<file path="config.mk">
export PLATFORM = sky130hd
export DESIGN_NAME = i2cx_regslave
export DESIGN_NICKNAME = d
export VERILOG_FILES = /design/src/rtl/i2cx_pkg.sv /design/src/rtl/i2cx_sync.sv /design/src/rtl/i2cx_regs.sv /design/src/rtl/i2cx_core.sv /design/src/rtl/i2cx_regslave.sv
export SDC_FILE = /design/constraint.sdc
export NUM_CORES = 1
export LEC_CHECK = 0
export BUFFER_PORTS_ARGS = -buffer_cell sky130_fd_sc_hd__buf_2
export CAP_MARGIN = 30
export CORE_UTILIZATION = 40
export CTS_BUF_LIST = sky130_fd_sc_hd__clkbuf_4 sky130_fd_sc_hd__clkbuf_8
export DETAILED_ROUTE_END_ITERATION = 16
export GPL_TIMING_DRIVEN = 0
export PLACE_DENSITY = 0.66
export REMOVE_ABC_BUFFERS = 1
export SKIP_CTS_REPAIR_TIMING = 1
export SLEW_MARGIN = 10
export SYNTH_ARGS = -nofsm -noshare
export SYNTH_HDL_FRONTEND = slang
export SYNTH_SLANG_ARGS = --single-unit
</file>
<file path="constraint.sdc">
create_clock -name clk -period 3.8 [get_ports clk]
set_input_delay 0.19 -clock clk [delete_from_list [all_inputs] [get_ports clk]]
set_output_delay 0.19 -clock clk [all_outputs]
set_load 0.05 [all_outputs]
</file>
<file path="src/rtl/i2cx_pkg.sv">
package i2cx_pkg;

    typedef enum logic [3:0] {
        PH_IDLE,
        PH_ADDR,
        PH_INDEX,
        PH_COUNT,
        PH_WDATA,
        PH_ACK,
        PH_TX,
        PH_TXACK,
        PH_SKIP
    } phase_e;

    typedef struct packed {
        phase_e     ph;
        phase_e     nxt_ph;
        logic [2:0] bitn;
        logic       full;
        logic [7:0] shreg;
        logic [7:0] idx;
        logic [7:0] rem;
        logic       oe;
        logic       we;
        logic [7:0] widx;
        logic [7:0] wdata;
    } core_s;

endpackage

</file>
<file path="src/rtl/i2cx_sync.sv">
module i2cx_sync #(
    parameter int unsigned STAGES = 2
) (
    input  logic clk,
    input  logic rst_n,
    input  logic scl_i,
    input  logic sda_i,
    output logic scl_s,
    output logic sda_s,
    output logic scl_rise,
    output logic scl_fall,
    output logic start_det,
    output logic stop_det
);
    logic [STAGES-1:0] scl_pipe_q, sda_pipe_q;
    logic              scl_prev_q, sda_prev_q;

    always_ff @(posedge clk or negedge rst_n) begin
        if (!rst_n) begin
            scl_pipe_q <= '1;
            sda_pipe_q <= '1;
            scl_prev_q <= 1'b1;
            sda_prev_q <= 1'b1;
        end else begin
            scl_pipe_q <= {scl_pipe_q[STAGES-2:0], scl_i};
            sda_pipe_q <= {sda_pipe_q[STAGES-2:0], sda_i};
            scl_prev_q <= scl_pipe_q[STAGES-1];
            sda_prev_q <= sda_pipe_q[STAGES-1];
        end
    end

    assign scl_s     = scl_pipe_q[STAGES-1];
    assign sda_s     = sda_pipe_q[STAGES-1];
    assign scl_rise  = scl_s & ~scl_prev_q;
    assign scl_fall  = ~scl_s & scl_prev_q;
    // SDA moving while SCL stays high frames a transfer
    assign start_det = scl_s & scl_prev_q & sda_prev_q & ~sda_s;
    assign stop_det  = scl_s & scl_prev_q & ~sda_prev_q & sda_s;

endmodule

</file>
<file path="src/rtl/i2cx_regs.sv">
module i2cx_regs #(
    parameter int unsigned REG_COUNT  = 24,
    parameter int unsigned COUNT_IDX  = 8,
    parameter logic [7:0]  COUNT_INIT = 8'h0F,
    parameter int unsigned RO_IDX0    = 6,
    parameter int unsigned RO_IDX1    = 7,
    parameter logic [7:0]  RO_VAL0    = 8'h01,
    parameter logic [7:0]  RO_VAL1    = 8'h28
) (
    input  logic       clk,
    input  logic       rst_n,
    input  logic       we,
    input  logic [7:0] widx,
    input  logic [7:0] wdata,
    input  logic [7:0] rd_idx,
    output logic [7:0] rd_data,
    output logic [7:0] count_val
);
    logic [7:0] cells [REG_COUNT];

    for (genvar i = 0; i < REG_COUNT; i++) begin : g_cell
        if (i == RO_IDX0) begin : g_id0
            assign cells[i] = RO_VAL0;
        end else if (i == RO_IDX1) begin : g_id1
            assign cells[i] = RO_VAL1;
        end else begin : g_rw
            localparam logic [7:0] INIT = (i == COUNT_IDX) ? COUNT_INIT : 8'h00;
            logic [7:0] cell_q;
            always_ff @(posedge clk or negedge rst_n) begin
                if (!rst_n)                     cell_q <= INIT;
                else if (we && widx == 8'(i))   cell_q <= wdata;
            end
            assign cells[i] = cell_q;
        end
    end

    // indices with no cell behind them read as zero
    always_comb begin
        rd_data = 8'h00;
        for (int i = 0; i < REG_COUNT; i++) begin
            if (rd_idx == 8'(i)) rd_data = cells[i];
        end
    end

    assign count_val = cells[COUNT_IDX];

endmodule

</file>
<file path="src/rtl/i2cx_core.sv">
module i2cx_core
    import i2cx_pkg::*;
#(
    parameter logic [6:0]  DEV_ADDR  = 7'h69,
    parameter int unsigned REG_COUNT = 24,
    parameter int unsigned RO_IDX0   = 6,
    parameter int unsigned RO_IDX1   = 7
) (
    input  logic       clk,
    input  logic       rst_n,
    input  logic       sda_s,
    input  logic       scl_rise,
    input  logic       scl_fall,
    input  logic       start_det,
    input  logic       stop_det,
    input  logic [7:0] rd_data,
    input  logic [7:0] count_val,
    output logic [7:0] rd_idx,
    output logic       sda_oe,
    output logic       we,
    output logic [7:0] widx,
    output logic [7:0] wdata
);
    core_s q, d;

    function automatic logic writable(input logic [7:0] i);
        return (32'(i) < REG_COUNT) && (32'(i) != RO_IDX0) && (32'(i) != RO_IDX1);
    endfunction

    logic [7:0] tx_next;
    assign rd_idx  = q.idx;
    assign tx_next = (q.rem != 8'd0) ? rd_data : 8'hFF;

    always_comb begin
        d    = q;
        d.we = 1'b0;
        if (stop_det) begin
            d.ph   = PH_IDLE;
            d.oe   = 1'b0;
            d.full = 1'b0;
        end else if (start_det) begin
            d.ph   = PH_ADDR;
            d.bitn = 3'd0;
            d.full = 1'b0;
            d.oe   = 1'b0;
        end else begin
            case (q.ph)
                PH_ADDR, PH_INDEX, PH_COUNT, PH_WDATA: begin
                    if (scl_rise && !q.full) begin
                        d.shreg = {q.shreg[6:0], sda_s};
                        d.bitn  = q.bitn + 3'd1;
                        if (q.bitn == 3'd7) d.full = 1'b1;
                    end else if (scl_fall && q.full) begin
                        d.full = 1'b0;
                        d.bitn = 3'd0;
                        d.ph   = PH_ACK;
                        d.oe   = 1'b1;
                        case (q.ph)
                            PH_ADDR: begin
                                if (q.shreg[7:1] != DEV_ADDR) begin
                                    d.ph = PH_SKIP;
                                    d.oe = 1'b0;
                                end else if (!q.shreg[0]) begin
                                    d.nxt_ph = PH_INDEX;
                                end else begin
                                    d.nxt_ph = PH_TX;
                                    d.shreg  = count_val;
                                    d.rem    = count_val;
                                end
                            end
                            PH_INDEX: begin
                                d.idx    = q.shreg;
                                d.nxt_ph = PH_COUNT;
                            end
                            PH_COUNT: begin
                                d.rem    = q.shreg;
                                d.nxt_ph = PH_WDATA;
                            end
                            default: begin
                                if (q.rem == 8'd0) begin
                                    d.ph = PH_SKIP;
                                    d.oe = 1'b0;
                                end else begin
                                    d.rem    = q.rem - 8'd1;
                                    d.idx    = q.idx + 8'd1;
                                    d.nxt_ph = PH_WDATA;
                                    if (writable(q.idx)) begin
                                        d.we    = 1'b1;
                                        d.widx  = q.idx;
                                        d.wdata = q.shreg;
                                    end
                                end
                            end
                        endcase
                    end
                end
                PH_ACK: begin
                    if (scl_fall) begin
                        d.ph   = q.nxt_ph;
                        d.bitn = 3'd0;
                        d.oe   = (q.nxt_ph == PH_TX) ? ~q.shreg[7] : 1'b0;
                    end
                end
                PH_TX: begin
                    if (scl_fall) begin
                        if (q.bitn == 3'd7) begin
                            d.oe   = 1'b0;
                            d.ph   = PH_TXACK;
                            d.bitn = 3'd0;
                        end else begin
                            d.shreg = {q.shreg[6:0], 1'b0};
                            d.oe    = ~q.shreg[6];
                            d.bitn  = q.bitn + 3'd1;
                        end
                    end
                end
                PH_TXACK: begin
                    if (scl_rise && sda_s) begin
                        d.ph = PH_SKIP;
                    end else if (scl_fall) begin
                        d.shreg = tx_next;
                        d.oe    = ~tx_next[7];
                        d.ph    = PH_TX;
                        d.bitn  = 3'd0;
                        if (q.rem != 8'd0) begin
                            d.idx = q.idx + 8'd1;
                            d.rem = q.rem - 8'd1;
                        end
                    end
                end
                default: ;
            endcase
        end
    end

    always_ff @(posedge clk or negedge rst_n) begin
        if (!rst_n) q <= '0;
        else        q <= d;
    end

    assign sda_oe = q.oe;
    assign we     = q.we;
    assign widx   = q.widx;
    assign wdata  = q.wdata;

endmodule

</file>
<file path="src/rtl/i2cx_regslave.sv">
module i2cx_regslave #(
    parameter logic [6:0]  DEV_ADDR    = 7'h69,
    parameter int unsigned REG_COUNT   = 24,
    parameter int unsigned COUNT_IDX   = 8,
    parameter logic [7:0]  COUNT_INIT  = 8'h0F,
    parameter int unsigned RO_IDX0     = 6,
    parameter int unsigned RO_IDX1     = 7,
    parameter logic [7:0]  RO_VAL0     = 8'h01,
    parameter logic [7:0]  RO_VAL1     = 8'h28,
    parameter int unsigned SYNC_STAGES = 2
) (
    input  logic       clk,
    input  logic       rst_n,
    input  logic       scl_i,
    input  logic       sda_i,
    output logic       sda_oe,
    output logic       reg_we,
    output logic [7:0] reg_widx,
    output logic [7:0] reg_wdata
);
    logic       scl_s, sda_s, scl_rise, scl_fall, start_det, stop_det;
    logic [7:0] rd_idx, rd_data, count_val;

    i2cx_sync #(.STAGES(SYNC_STAGES)) u_sync (
        .clk(clk), .rst_n(rst_n), .scl_i(scl_i), .sda_i(sda_i),
        .scl_s(scl_s), .sda_s(sda_s), .scl_rise(scl_rise), .scl_fall(scl_fall),
        .start_det(start_det), .stop_det(stop_det)
    );

    i2cx_core #(
        .DEV_ADDR(DEV_ADDR), .REG_COUNT(REG_COUNT),
        .RO_IDX0(RO_IDX0), .RO_IDX1(RO_IDX1)
    ) u_core (
        .clk(clk), .rst_n(rst_n), .sda_s(sda_s),
        .scl_rise(scl_rise), .scl_fall(scl_fall),
        .start_det(start_det), .stop_det(stop_det),
        .rd_data(rd_data), .count_val(count_val), .rd_idx(rd_idx),
        .sda_oe(sda_oe), .we(reg_we), .widx(reg_widx), .wdata(reg_wdata)
    );

    i2cx_regs #(
        .REG_COUNT(REG_COUNT), .COUNT_IDX(COUNT_IDX), .COUNT_INIT(COUNT_INIT),
        .RO_IDX0(RO_IDX0), .RO_IDX1(RO_IDX1), .RO_VAL0(RO_VAL0), .RO_VAL1(RO_VAL1)
    ) u_regs (
        .clk(clk), .rst_n(rst_n), .we(reg_we), .widx(reg_widx), .wdata(reg_wdata),
        .rd_idx(rd_idx), .rd_data(rd_data), .count_val(count_val)
    );

endmodule

</file>
==> results.md <==
* Status: complete, no violations
* CTS tree: done
* DP Wirelength at roughly 25 mm
* Clock-pin slew on the worst setup and hold paths at 0.06 ns
* Vias in the first global route at about 10k
* Top_reg_cell synth: dfrtp_1
* Sequential area share after synthesis at 46.5%
* Post-Syn Area per Cell at 10.1 um^2
* Area post-placement at ~13000 um^2
* Critical path fanouts, max at 36
* Detailed Route WL at 38.5 mm
* Max Freq at 278 MHz
* Count leader, synth: dfrtp_1
* Initial antenna violation count at 0
* Peak VDD IR at 0.000339 V
* Post-Route Utilization at 46.0%
* Number of hold violations in the final report at 0
* Max_slew headroom at ~39%
* Crit path cell chain: inv_1 > ha_2 > buf_12 > clkinvlp_4 > buf_16 > o311a_1 > a22oi_1 > o31ai_1 > a21oi_1 > o211ai_1 > a211oi_1
* Initial DRC count at 1231
* Sequential cell area at between 5000 and 6000 um^2
* I/O Buffers at 21
* Starting density of the core at approximately two fifths
* Final Instance Area at 14200 um^2
* Area Growth Syn to Fin at 12.3%
* CTS root buffer: clkbuf_8
* First-pass GRT wire length at between 60 and 70 mm
* CTS Buf Count at 42
* Antenna diodes at 0
* Die Y at 180 um
* Skew-Pair Late Insertion Delay at around 0.56 ns
* Crit Path Class: flop to flop
* Yosys top cell by area: dfrtp_1
* Final WS setup at 0.204 ns
* Worst hold path class: primary input to async pin
* Clk_skew at 0.0265 ns
* Worst-path cell with the longest stage delay: dfrtp_1
* Top cells by area, synth: dfrtp_1 44%, mux2_2 17%, o21ai_0 3.6%
* Distinct cells, synth at 77
* Hold WS at 0.166 ns
* Arrival time at the worst endpoint at 4.05 ns
* Synthesis Warnings at 0
* Slew Viols, Final at 0
* Seq cells post-synth at 235
* Multi-input logic area at a little over 6000 um^2
* Final min period at 3.60 ns
* CP Launch Type: flop
* DIE AREA at roughly 32000 um^2
* Core footprint at 30900 um^2
* H-Tree Depth at 2
* RSZ-0062 raised after global routing: false
* Post-Synthesis Cell Area at 12700 um^2
* Max cap viols at 0
* Number of remaining DRC errors at 0
* Worst Path Buf+Inv at 4
* Antenna Nets Post-Route at 0
* # clock sinks at around 240
* Number of flops mapped to enable cells by yosys at 0
* CP Capture Type: flop
* Cells after Synth at about 1.3k
* Share of cells above drive strength 1 at a little over a quarter
* # nets final at 1249
* I/O Pins at 22
* Place WS at around 0.066 ns
* Pre-antenna DRT Iters at 6
* Clock buffer depth at 3
* Top cells by count, synth: 225 x dfrtp_1, 186 x mux2_2, 109 x nand2_1
* GRT Overall Usage at around a quarter
* Slowest cell delay on critical path at roughly 0.48 ns
* Critical path's top delay family: compound AO/OA/AOI/OAI gates
* Post-synth top area share at 44.4%
* Tcrit/Tclk final at 94.6%
* Std-Cell Rows at 64
* Die width at 180 um
* Detailed-route via count at 10.5k
* Power Density at 380 nW/um^2
* Gr ovfl total at 0
* Synth async-reset ratio at 100%
* Critical path required time at between 4 and 5 ns
* Final std cells w/o fill at between 1.5k and 2k
* P_leak at 0.00636 uW
* Mean routed wirelength per cell at about 23 um
* Gpl congestion at 0.916
* Largest net degree at the start of global routing at 93
* DR vias/cell at around 6.3
* Fillers at 2886
* Post-placement cell count at 1579
* Finish-stage setup viols at 0
* Worst-margin pin slew at 0.903 ns
[worst reg2reg max path, delay by kind of cell (launching register included)]
kind / cells / cell delay, ns
flip-flops: 1 / 0.48
buffers and inverters: 4 / 1.04
adder cells (fa/ha/maj): 1 / 0.37
AO/OA/AOI/OAI: 6 / 1.60
[final cells by class]
class                   count  share of cell area (%)
well taps                 396                    3.48
clock buffers              69                    6.01
repair buffers             48                    3.97
multi-input cells         886                    43.8
clock inverters             7                   0.668
flip-flops and latches    235                    41.4
inverters                  25                   0.686
[final timing paths]
path / startpoint / endpoint / slack (ns) / cells past startpoint
min in group clk: sda_i / u_sync.sda_pipe_q[0]$_DFF_PN1_ / 0.29 / 2
hold reg to reg: u_sync.scl_pipe_q[0]$_DFF_PN1_ / u_sync.scl_pipe_q[1]$_DFF_PN1_ / 0.36 / 0
setup / recovery: u_core.rd_idx[0]$_DFFE_PN0P_ / u_core.sda_oe$_DFFE_PN0P_ / 0.20 / 11
setup reg to reg: u_core.rd_idx[0]$_DFFE_PN0P_ / u_core.sda_oe$_DFFE_PN0P_ / 0.20 / 11
max in group asynchronous: rst_n / u_sync.sda_pipe_q[1]$_DFF_PN1_ / 2.80 / 3
hold / removal: rst_n / u_regs.g_cell[2].g_rw.cell_q[7]$_DFFE_PN0P_ / 0.17 / 2
[kinds of logic (layout without fill, tap and decap cells)]
logic type	count (synthesis)	after routing	share of synthesized area, %
AOI/OAI and AO/OA	327	327	16.3
xor gates and xnor gates	5	5	0.346
adders and majority gates	7	7	0.691
buffers and inverters	132	149	4.68
DFF	235	235	46.5
muxes	197	197	17.4
and+or+nand+nor	350	350	14.1
[state kept, by name, indices dropped and copies added (netlist names), 2 cells and up]
signal                     flops
u_core.rd_idx                  8
u_core.q                      27
u_regs.g_cell.g_rw.cell_q    168
u_regs.count_val               8
u_core.wdata                   8
u_sync.scl_pipe_q              2
u_sync.sda_pipe_q              2
u_core.widx                    8
[metrics by stage]
stage               total power (uW)  setup TNS (ns)
floorplan                       2690               0
global placement                2780         -404.46
detailed placement              2800               0
CTS                             5430               0
global route                    5580               0
finish                          5410               0
[cells in the final DEF (no fill, tap or decap), types with 4 or more instances in the layout]
master / n
dfrtp_1: 225
mux2_2: 186
nand2_1: 109
o21ai_0: 91
a21oi_1: 80
nor2_1: 73
clkbuf_8: 54
nand3_1: 34
nor3_1: 30
o22ai_1: 26
inv_1: 23
buf_2: 22
a31oi_1: 20
a22oi_1: 18
and3_1: 18
nor2b_1: 15
clkbuf_4: 15
o211ai_1: 14
nand2b_1: 11
mux2i_1: 11
a221oi_1: 10
dfstp_2: 10
o2111ai_1: 8
buf_16: 8
nand4_1: 7
a21o_1: 7
o221ai_1: 7
a211oi_1: 6
or3_1: 6
o31ai_1: 6
or2_2: 5
xnor2_1: 5
buf_8: 5
and3b_1: 4
nand3b_1: 4
o21a_1: 4
[where the power goes]
| part | internal [uW] | switching, uW |
|---|---|---|
| logic | 55.4 | 104 |
| clock network | 1560 | 1090 |
| registers | 2530 | 65.0 |
| total | 4150 | 1260 |
[metal layers]
metal | share of wire [%] | global-route usage (%) | vias to the layer above
met2 | 44 | 35.5 | 543
met3 | 8.7 | 4.38 | 113
met4 | 4.0 | 9.59 | 0
met1 | 43 | 33.7 | 5223
met5 | 0 | 0 | -
li1 | - | - | 4571
(Power assumes the default switching activity.)
